<file path="src/rtl/vrseq_pkg.sv">
package vrseq_pkg;

  typedef enum logic [2:0] {
    ST_IDLE  = 3'd0,
    ST_CHECK = 3'd1,
    ST_DELAY = 3'd2,
    ST_SEND  = 3'd3,
    ST_WAITA = 3'd4
  } seq_state_t;

  typedef struct packed {
    logic dly;
    logic burst;
    logic final_cmd;
  } cmd_flags_t;

  localparam int FLAG_W = 3;

endpackage

</file>
<file path="src/rtl/vrseq_bank.sv">
module vrseq_bank #(
  parameter int ENTRIES = 32,
  parameter int ENT_W   = 11,
  parameter int AW      = 5
) (
  input  logic             clk,
  input  logic             rst_n,
  input  logic             wr_en,
  input  logic [AW-1:0]    wr_addr,
  input  logic [ENT_W-1:0] wr_data,
  input  logic [AW-1:0]    rd_addr,
  output logic [ENT_W-1:0] rd_data
);

  logic [ENT_W-1:0] slot_q [ENTRIES];

  for (genvar g = 0; g < ENTRIES; g++) begin : g_slot
    logic slot_en;
    assign slot_en = wr_en && (wr_addr == AW'(g));
    always_ff @(posedge clk or negedge rst_n) begin
      if (!rst_n) begin
        slot_q[g] <= '0;
      end else if (slot_en) begin
        slot_q[g] <= wr_data;
      end
    end
  end

  assign rd_data = slot_q[rd_addr];

endmodule

</file>
<file path="src/rtl/vrseq_ctl.sv">
module vrseq_ctl #(
  parameter int ENTRIES = 32,
  parameter int AW      = 5,
  parameter int DLY_W   = 8
) (
  input  logic             clk,
  input  logic             rst_n,
  input  logic             wr_en,
  input  logic [AW-1:0]    wr_ptr,
  input  logic [DLY_W-1:0] wr_dly,
  input  logic             wr_couple,
  input  logic             advance,
  output logic [AW-1:0]    ptr,
  output logic [DLY_W-1:0] dly,
  output logic             couple
);

  logic [AW-1:0]    ptr_q, ptr_d;
  logic [DLY_W-1:0] dly_q;
  logic             couple_q;
  logic             ptr_en;

  always_comb begin
    ptr_en = wr_en || advance;
    ptr_d  = ptr_q;
    if (wr_en) begin
      ptr_d = wr_ptr;
    end else if (advance) begin
      ptr_d = (ptr_q == AW'(ENTRIES - 1)) ? '0 : ptr_q + AW'(1);
    end
  end

  always_ff @(posedge clk or negedge rst_n) begin
    if (!rst_n) begin
      ptr_q <= '0;
    end else if (ptr_en) begin
      ptr_q <= ptr_d;
    end
  end

  always_ff @(posedge clk or negedge rst_n) begin
    if (!rst_n) begin
      dly_q    <= '0;
      couple_q <= 1'b0;
    end else if (wr_en) begin
      dly_q    <= wr_dly;
      couple_q <= wr_couple;
    end
  end

  assign ptr    = ptr_q;
  assign dly    = dly_q;
  assign couple = couple_q;

endmodule

</file>
<file path="src/rtl/vrseq_timer.sv">
module vrseq_timer #(
  parameter int DLY_W = 8
) (
  input  logic             clk,
  input  logic             rst_n,
  input  logic             load,
  input  logic [DLY_W-1:0] load_val,
  input  logic             run,
  input  logic             tick,
  output logic             expire
);

  logic [DLY_W-1:0] cnt_q, cnt_d;
  logic             cnt_en;

  always_comb begin
    cnt_en = load || (run && tick);
    cnt_d  = load ? load_val : cnt_q - DLY_W'(1);
  end

  always_ff @(posedge clk or negedge rst_n) begin
    if (!rst_n) begin
      cnt_q <= '0;
    end else if (cnt_en) begin
      cnt_q <= cnt_d;
    end
  end

  assign expire = run && tick && (cnt_q == DLY_W'(1));

endmodule

</file>
<file path="src/rtl/vrseq_fsm.sv">
module vrseq_fsm
  import vrseq_pkg::*;
#(
  parameter int DATA_W = 8,
  parameter int DLY_W  = 8
) (
  input  logic              clk,
  input  logic              rst_n,
  input  logic              start_req,
  input  cmd_flags_t        ent_flags,
  input  logic [DATA_W-1:0] ent_data,
  input  logic [DLY_W-1:0]  dly_cfg,
  input  logic              expire,
  input  logic              byte_ready,
  input  logic              cmd_ack,
  output logic              tmr_load,
  output logic              tmr_run,
  output logic              advance,
  output logic              byte_valid,
  output logic [DATA_W-1:0] byte_data,
  output logic              busy,
  output logic              done
);

  seq_state_t        state_q, state_d;
  cmd_flags_t        cur_flags_q;
  logic [DATA_W-1:0] cur_data_q;
  logic              cur_ld;
  logic              done_q, done_d;

  always_comb begin
    state_d  = state_q;
    cur_ld   = 1'b0;
    tmr_load = 1'b0;
    advance  = 1'b0;
    done_d   = 1'b0;
    unique case (state_q)
      ST_IDLE: begin
        if (start_req) state_d = ST_CHECK;
      end
      ST_CHECK: begin
        cur_ld = 1'b1;
        if (ent_flags.dly && (dly_cfg != '0)) begin
          tmr_load = 1'b1;
          state_d  = ST_DELAY;
        end else begin
          state_d  = ST_SEND;
        end
      end
      ST_DELAY: begin
        if (expire) state_d = ST_SEND;
      end
      ST_SEND: begin
        if (byte_ready) begin
          if (cur_flags_q.final_cmd) begin
            done_d  = 1'b1;
            state_d = ST_IDLE;
          end else begin
            advance = 1'b1;
            state_d = cur_flags_q.burst ? ST_CHECK : ST_WAITA;
          end
        end
      end
      ST_WAITA: begin
        if (cmd_ack) state_d = ST_CHECK;
      end
      default: state_d = ST_IDLE;
    endcase
  end

  always_ff @(posedge clk or negedge rst_n) begin
    if (!rst_n) begin
      state_q <= ST_IDLE;
      done_q  <= 1'b0;
    end else begin
      state_q <= state_d;
      done_q  <= done_d;
    end
  end

  always_ff @(posedge clk or negedge rst_n) begin
    if (!rst_n) begin
      cur_flags_q <= '0;
      cur_data_q  <= '0;
    end else if (cur_ld) begin
      cur_flags_q <= ent_flags;
      cur_data_q  <= ent_data;
    end
  end

  assign tmr_run    = (state_q == ST_DELAY);
  assign byte_valid = (state_q == ST_SEND);
  assign byte_data  = cur_data_q;
  assign busy       = (state_q != ST_IDLE);
  assign done       = done_q;

endmodule

</file>
<file path="src/rtl/vreg_cmd_seq.sv">
module vreg_cmd_seq
  import vrseq_pkg::*;
#(
  parameter  int ENTRIES = 32,
  parameter  int DATA_W  = 8,
  parameter  int DLY_W   = 8,
  localparam int AW      = $clog2(ENTRIES),
  localparam int ENT_W   = DATA_W + FLAG_W
) (
  input  logic              clk,
  input  logic              rst_n,
  input  logic              bank_wr,
  input  logic [AW-1:0]     bank_addr,
  input  logic [ENT_W-1:0]  bank_wdata,
  input  logic              ctl_wr,
  input  logic [AW-1:0]     ctl_ptr,
  input  logic [DLY_W-1:0]  ctl_dly,
  input  logic              ctl_couple,
  input  logic              sw_start,
  input  logic              freq_chg,
  input  logic              ref_tick,
  input  logic              cmd_ack,
  output logic              byte_valid,
  output logic [DATA_W-1:0] byte_data,
  input  logic              byte_ready,
  output logic              busy,
  output logic              done,
  output logic [AW-1:0]     rd_ptr
);

  logic [ENT_W-1:0] ent_w;
  logic [DLY_W-1:0] dly_w;
  logic             couple_w;
  logic             advance_w;
  logic             tmr_load_w, tmr_run_w, expire_w;
  logic             start_req_w;
  logic             ctl_wr_idle_w;
  cmd_flags_t       ent_flags_w;

  assign ctl_wr_idle_w = ctl_wr && !busy;
  assign start_req_w   = sw_start || (freq_chg && couple_w);
  assign ent_flags_w   = ent_w[ENT_W-1 -: FLAG_W];

  vrseq_bank #(.ENTRIES(ENTRIES), .ENT_W(ENT_W), .AW(AW)) bank_i (
    .clk     (clk),
    .rst_n   (rst_n),
    .wr_en   (bank_wr),
    .wr_addr (bank_addr),
    .wr_data (bank_wdata),
    .rd_addr (rd_ptr),
    .rd_data (ent_w)
  );

  vrseq_ctl #(.ENTRIES(ENTRIES), .AW(AW), .DLY_W(DLY_W)) ctl_i (
    .clk       (clk),
    .rst_n     (rst_n),
    .wr_en     (ctl_wr_idle_w),
    .wr_ptr    (ctl_ptr),
    .wr_dly    (ctl_dly),
    .wr_couple (ctl_couple),
    .advance   (advance_w),
    .ptr       (rd_ptr),
    .dly       (dly_w),
    .couple    (couple_w)
  );

  vrseq_timer #(.DLY_W(DLY_W)) tmr_i (
    .clk      (clk),
    .rst_n    (rst_n),
    .load     (tmr_load_w),
    .load_val (dly_w),
    .run      (tmr_run_w),
    .tick     (ref_tick),
    .expire   (expire_w)
  );

  vrseq_fsm #(.DATA_W(DATA_W), .DLY_W(DLY_W)) fsm_i (
    .clk        (clk),
    .rst_n      (rst_n),
    .start_req  (start_req_w),
    .ent_flags  (ent_flags_w),
    .ent_data   (ent_w[DATA_W-1:0]),
    .dly_cfg    (dly_w),
    .expire     (expire_w),
    .byte_ready (byte_ready),
    .cmd_ack    (cmd_ack),
    .tmr_load   (tmr_load_w),
    .tmr_run    (tmr_run_w),
    .advance    (advance_w),
    .byte_valid (byte_valid),
    .byte_data  (byte_data),
    .busy       (busy),
    .done       (done)
  );

endmodule

</file>
<file path="config.mk">
export PLATFORM = sky130hd
export DESIGN_NAME = vreg_cmd_seq
export DESIGN_NICKNAME = d
export VERILOG_FILES = /design/src/rtl/vrseq_pkg.sv /design/src/rtl/vrseq_bank.sv /design/src/rtl/vrseq_ctl.sv /design/src/rtl/vrseq_timer.sv /design/src/rtl/vrseq_fsm.sv /design/src/rtl/vreg_cmd_seq.sv
export SDC_FILE = /design/constraint.sdc
export NUM_CORES = 1
export LEC_CHECK = 0
export BUFFER_PORTS_ARGS = -buffer_cell sky130_fd_sc_hd__buf_4
export CAP_MARGIN = 30
export CORE_ASPECT_RATIO = 1.4
export CORE_MARGIN = 2
export CORE_UTILIZATION = 44
export DETAILED_ROUTE_END_ITERATION = 7
export PLACE_DENSITY = 0.64
export SYNTH_ARGS = -nofsm -noshare
export SYNTH_HDL_FRONTEND = slang
export SYNTH_SLANG_ARGS = --single-unit
</file>
<file path="constraint.sdc">
create_clock -name clk -period 6.5 [get_ports clk]
set_clock_uncertainty 0.1 [all_clocks]
set_input_delay 0.65 -clock clk [delete_from_list [all_inputs] [get_ports clk]]
set_output_delay 0.65 -clock clk [all_outputs]
set_load 0.005 [all_outputs]
</file>
==> flow_summary.json, run 1 <==
{
  "drcViolationCount": 0,
  "peakVddDrop_uv": 209.7,
  "die_area_um2": 42430,
  "cts.sinks": 388,
  "io_buffers": 54,
  "crit_arrival_ps": 3410,
  "holdWs_ps": -7.574,
  "rr_startpoint": "ctl_i.ptr[0]",
  "cts_buffers": 38,
  "finalPower_mw": 7.954,
  "synth-warning-count": 0,
  "yosys.area.top_type_share_pct": 54.11,
  "layout_commonest_cell": "dfrtp_1",
  "async_flop_share_pct": 100.0,
  "p_per_area_nw_per_um2": 393.9,
  "period_minus_slack_ps": 3105,
  "max_freq_ghz": 0.3221,
  "setup_ws_ps": 3395,
  "num_vias": 9940,
  "synth_edf_count": 0,
  "maxCapViolCount": 0,
  "ys_ff_latch": 388,
  "htreeDepth": 2,
  "clk_latency_ps": 540,
  "overflow": 0,
  "synth-main-ff-cell": "dfrtp_1",
  "slew_violations": 0,
  "setup_viol_count_final": 0,
  "cts_max_path_buffers": 3,
  "drive_gt1_share_pct": 39.03,
  "vias_per_cell": 5.677,
  "hold_class": "in2async",
  "p_int_mw": 5.623,
  "seqPwrFrac_pct": 42.4,
  "synthDistinctLibCells": 52,
  "crit_required_ps": 6800,
  "syn-num-nets": 1212,
  "post_dp_cell_area_um2": 18850,
  "io_pins": 55,
  "grt_max_degree": 158,
  "ff2ff_setup_slack_ps": 3400,
  "path_max_fanout": 36,
  "initial_utilization_pct": 44.55,
  "hold_buffers": 0,
  "dp_slack_ps": 3363,
  "die_h_um": 242.9,
  "wl_per_cell_um": 23.55,
  "grt_use_total_pct": 20.29,
  "area_growth_syn_to_layout_pct": 12.54,
  "rsz0062_at_grt": "no",
  "ant_nets": 0,
  "violations": "negative hold slack",
  "clockRootBuffer": "clkbuf_16",
  "sw_frac_of_total_pct": 29.30,
  "tns_ps": 0,
  "synth_area_per_cell_um2": 15.35,
  "detail_route.wirelength_mm": 41.24,
  "hold_viol_final": 2,
  "dp.final_hpwl_mm": 25.99,
  "crit_path_end_kind": "flip-flop",
  "synth_seq_area_share_pct": 54.11,
  "cts_setup_buffers": 0,
  "path_class": "reg2reg",
  "yosys-top-cells-area": "dfrtp_1 (54%), mux2_2 (14%), mux4_2 (11%)",
  "antenna_found_initial": 0,
  "synth_top_area_cell": "dfrtp_1",
  "antenna_cells": 0,
  "fin_crit_sh_pct": 47.77,
  "syn-cell-area_um2": 17940,
  "grt_pass1_wl_mm": 66.03,
  "first_iter_violations": 511,
  "mostFrequentLayoutCells": "dfrtp_1 (384), mux2_2 (222), mux2_1 (144)",
  "path_clk_slew_ps": 70,
  "finalInstanceArea_um2": 20190,
  "p_clk_share_pct": 29.2,
  "reg2regPathDepth": 5,
  "gp_congestion": 0.7660,
  "rows": 87,
  "netlist_instances": 1169,
  "switching_power_mw": 2.330,
  "start_kind": "flip-flop",
  "layout.nets": 1231,
  "relSlewSlack_pct": 33.36,
  "outcome": "finished, violations left",
  "drt_pre_antenna_iters": 4,
  "r2r-end": "fsm_i.byte_data[5]",
  "grt_pass1_vias": 10760,
  "cts_tree": "yes",
  "worst_pin_slew_ps": 997.1,
  "p_comb_share_pct": 28.5,
  "ctsResizeCount": 0,
  "die_w_um": 174.7,
  "leakage_nw": 8.957,
  "core-area_um2": 40280
}
final cells by class:
type                            count  area, um^2
Clock buffer                       54        1135
Clock inverter                     15       181.4
Fill cell                        3385       20080
Inverter                            8       30.03
Multi-Input combinational cell    669        7747
Sequential cell                   388        9719
Tap cell                          534       668.1
Timing Repair Buffer               83       710.7
metal layers:
layer  vias to the layer above  GRT usage, %  wire (um)
met2                       144         36.79      21820
met3                        55         2.616       1222
met1                      5389         25.52      17320
li1                       4352             -          -
met5                         -             0          0
met4                         0         5.319        878
cell families after synthesis:
kind of cell / after synthesis / share of synthesized area [%]
and+or+nand+nor: 120 / 3.424
buffers and inverters: 112 / 2.978
xor gates and xnor gates: 4 / 0.1952
muxes: 494 / 37.32
adders and majority gates: 4 / 0.2790
DFF: 388 / 54.11
AOI/OAI and AO/OA: 47 / 1.695
worst max path at each step:
stage | from | endpoint | slack [ps] | cells after the start
after floorplan | ctl_i.ptr[2] | fsm_i.cur_flags_q[1] | 4280 | 7
after global placement | ctl_i.ptr[0] | fsm_i.byte_data[1] | 3390 | 5
after detailed placement | ctl_i.ptr[0] | fsm_i.byte_data[5] | 3360 | 5
after CTS | ctl_i.ptr[0] | fsm_i.byte_data[5] | 3360 | 5
after global routing | ctl_i.ptr[0] | fsm_i.byte_data[5] | 3180 | 5
final | ctl_i.ptr[0] | fsm_i.byte_data[5] | 3400 | 5
critical path, cell delays in order, from the launching register on:
cell	delay [ps]
dfrtp_4	840
buf_4	590
mux4_1	630
mux4_2	530
mux2i_1	160
a21oi_1	80
power groups by stage:
stage / registers, mW / clock network (mW) / logic [mW]
after floorplan: 3.20 / 0 / 1.86
after global placement: 3.49 / 0 / 2.14
after detailed placement: 3.50 / 0 / 2.19
after CTS: 3.46 / 2.37 / 2.20
after global routing: 3.45 / 2.47 / 2.45
final: 3.37 / 2.32 / 2.26
stage by stage:
step,util [%],cells,hold slack (ps)
after floorplan,-,1169,254.4
after global placement,46.62,1678,359.8
after detailed placement,46.80,1681,371.5
after CTS,50.07,1750,104.3
after global routing,50.13,1751,127.6
final,50.13,1751,-7.574
synthesized netlist by cell type, types with 2 or more instances:
cell type and instances:
inv_1 8, or3_1 2, o311ai_1 2, buf_2 20, mux4_2 89, mux4_1 11, buf_6 5, ha_1 4
a211oi_1 3, buf_4 2, nor4_1 5, mux2i_1 28, nor2b_1 10, nor3b_1 2, xnor2_1 4, nand3_1 7
a22oi_1 4, o21ai_0 8, mux2_1 144, buf_12 2, nand2_1 27, nand4b_1 3, a31o_1 3, and2_1 4
nor2_1 34, nor3_1 10, a21oi_1 17, mux2_2 222, and3_1 2, nand4_1 2, dfrtp_1 388, clkbuf_1 61
buf_1 13, nand2b_1 5
sequential cells by signal, summed over array words and instances, names as in the netlist:
signal             cells
tmr_i.cnt_q            8
ctl_i.dly              8
ctl_i.ptr              5
fsm_i.cur_flags_q      2
ctl_i.couple           1
fsm_i.state_q          3
fsm_i.done             1
bank_i.slot_q        352
fsm_i.byte_data        8
(Power assumes the default switching activity.)
==> run 2, diff against run 1 <==
--- a/config.mk
+++ b/config.mk
@@ -11,7 +11,7 @@
 export CORE_MARGIN = 2
 export CORE_UTILIZATION = 44
 export DETAILED_ROUTE_END_ITERATION = 7
-export PLACE_DENSITY = 0.64
+export PLACE_DENSITY = 0.66
 export SYNTH_ARGS = -nofsm -noshare
 export SYNTH_HDL_FRONTEND = slang
 export SYNTH_SLANG_ARGS = --single-unit
==> constraint.sdc (replaced) <==
create_clock -name clk -period 2.7 [get_ports clk]
set_clock_uncertainty 0.1 [all_clocks]
set_input_delay 0.27 -clock clk [delete_from_list [all_inputs] [get_ports clk]]
set_output_delay 0.27 -clock clk [all_outputs]
set_load 0.005 [all_outputs]
==> run 2 against run 1 <==
Net effect: the flow now finishes without violations; via count rose by 2.7%; largest power group unchanged; critical endpoint is now fsm_i.cur_flags_q[1]; core utilization rose by 1.1 points; fmax rose by 23%; highest routed layer unchanged.
==> flow_summary.json, run 2 (same netlist as run 1, synthesis figures left out) <==
{
  "outcome": "finished clean",
  "hold_viol_final": 0,
  "die_area_um2": 42430,
  "holdWs_ps": 109.2,
  "antenna_found_initial": 1,
  "cts.sinks": 388,
  "seqPwrFrac_pct": 41.8,
  "die_w_um": 174.7,
  "num_vias": 10206,
  "fin_crit_sh_pct": 93.62,
  "io_pins": 55,
  "p_clk_share_pct": 28.9,
  "cts_buffers": 38,
  "period_minus_slack_ps": 2528,
  "path_class": "reg2reg",
  "drt_pre_antenna_iters": 4,
  "crit_arrival_ps": 2830,
  "leakage_nw": 9.183,
  "clk_latency_ps": 540,
  "layout_commonest_cell": "dfrtp_1",
  "worst_pin_slew_ps": 587.5,
  "sw_frac_of_total_pct": 28.92,
  "path_max_fanout": 20,
  "p_int_mw": 13.83,
  "relSlewSlack_pct": 60.83,
  "grt_pass1_vias": 10990,
  "crit_required_ps": 3000,
  "switching_power_mw": 5.626,
  "initial_utilization_pct": 44.55,
  "slew_violations": 0,
  "p_per_area_nw_per_um2": 942.9,
  "grt_max_degree": 82,
  "overflow": 0,
  "wl_per_cell_um": 23.52,
  "drive_gt1_share_pct": 39.46,
  "core-area_um2": 40280,
  "rows": 87,
  "gp_congestion": 0.7898,
  "cts_max_path_buffers": 3,
  "tns_ps": 0,
  "nFillCells": 3334,
  "grt_pass1_wl_mm": 66.78,
  "clockRootBuffer": "clkbuf_16",
  "rsz0062_at_grt": "no",
  "regMostFlops": "bank_i.slot_q",
  "mostFrequentLayoutCells": "dfrtp_1 (385), mux2_2 (222), mux2_1 (144)",
  "maxCapViolCount": 0,
  "setup_ws_ps": 172.3,
  "grt_use_total_pct": 20.61,
  "vias_per_cell": 5.695,
  "finalPower_mw": 19.46,
  "p_comb_share_pct": 29.4,
  "peakVddDrop_uv": 535.0,
  "ant_nets": 0,
  "htreeDepth": 2,
  "detail_route.wirelength_mm": 42.14,
  "area_growth_syn_to_layout_pct": 15.01,
  "hold_class": "in2reg",
  "path_clk_slew_ps": 60,
  "start_kind": "flip-flop",
  "first_iter_violations": 602,
  "crit_path_end_kind": "flip-flop",
  "setup_viol_count_final": 0,
  "dp_slack_ps": 170.6,
  "cts_tree": "yes",
  "dp.final_hpwl_mm": 27.10,
  "max_freq_ghz": 0.3956,
  "die_h_um": 242.9,
  "largest_reg_flops": 352,
  "io_buffers": 54,
  "drcViolationCount": 0,
  "layout.nets": 1275
}
[run 2: cell count changes in the layout (fill, tap and decap cells not counted), moves of 3 or more]
cell / previous run / this run
buf_4: 77 / 97
dlygate4sd3_1: 0 / 17
buf_12: 1 / 12
clkbuf_8: 6 / 10
clkinv_2: 9 / 5
buf_16: 3 / 0
clkbuf_1: 7 / 4
nor2_1: 31 / 34
nor2_2: 4 / 1
[run 2: layout make-up]
class                           instances  area [um^2]  area share [%]
Clock inverter                         10        152.6          0.7398
Sequential cell                       388         9718           47.10
Timing Repair Buffer                  127         1154           5.591
Multi-Input combinational cell        669         7731           37.47
Inverter                                8        30.03          0.1455
Tap cell                              534        668.1           3.238
Clock buffer                           55         1179           5.712
Antenna cell                            1        2.502         0.01213
[run 2: final timing paths]
kind	endpoint	from	slack (ps)	cells past startpoint
min reg2reg	bank_i.slot_q[271]	bank_i.slot_q[271]	380	1
max	fsm_i.cur_flags_q[1]	ctl_i.ptr[0]	170	5
min	bank_i.slot_q[259]	bank_wdata[6]	110	2
min in group asynchronous	bank_i.slot_q[146]	rst_n	150	2
max in group asynchronous	ctl_i.ptr[0]	rst_n	1550	3
max reg2reg	fsm_i.cur_flags_q[1]	ctl_i.ptr[0]	170	5
[run 2: worst max-delay path, stage by stage (launching register included)]
cell and delay, ps:
dfrtp_4 680, buf_12 240, mux4_2 520, mux4_2 530, mux2i_1 200, a21oi_1 100
[run 2: power by group through the flow]
stage | combinational [mW] | clock [mW] | sequential (mW)
2_1_floorplan | 4.47 | 0 | 7.70
3_3_place_gp | 5.65 | 0 | 8.19
3_5_place_dp | 5.76 | 0 | 8.23
4_1_cts | 5.80 | 5.75 | 8.13
5_1_grt | 6.17 | 6.00 | 8.31
6_report | 5.72 | 5.61 | 8.13
[run 2: repair_timing]
item	CTS	global route
setup buffers	0	0
hold buffers	17	0
gates resized for setup	0	0
hold endpoints to repair	135	0
[run 2: metal layers]
metal,wire length [um],track usage (%)
met5,0,0
met4,1257,6.691
met3,1597,2.882
met2,21750,36.07
met1,17540,26.38
[run 2: stage by stage]
| stage | util (%) | instance area (um^2) | instances |
|---|---|---|---|
| floorplan | - | 17940 | 1169 |
| finish | 51.23 | 20630 | 1792 |
| global route | 51.23 | 20630 | 1791 |
| detailed placement | 47.50 | 19130 | 1709 |
| CTS | 51.23 | 20630 | 1791 |
| global placement | 47.50 | 19130 | 1709 |
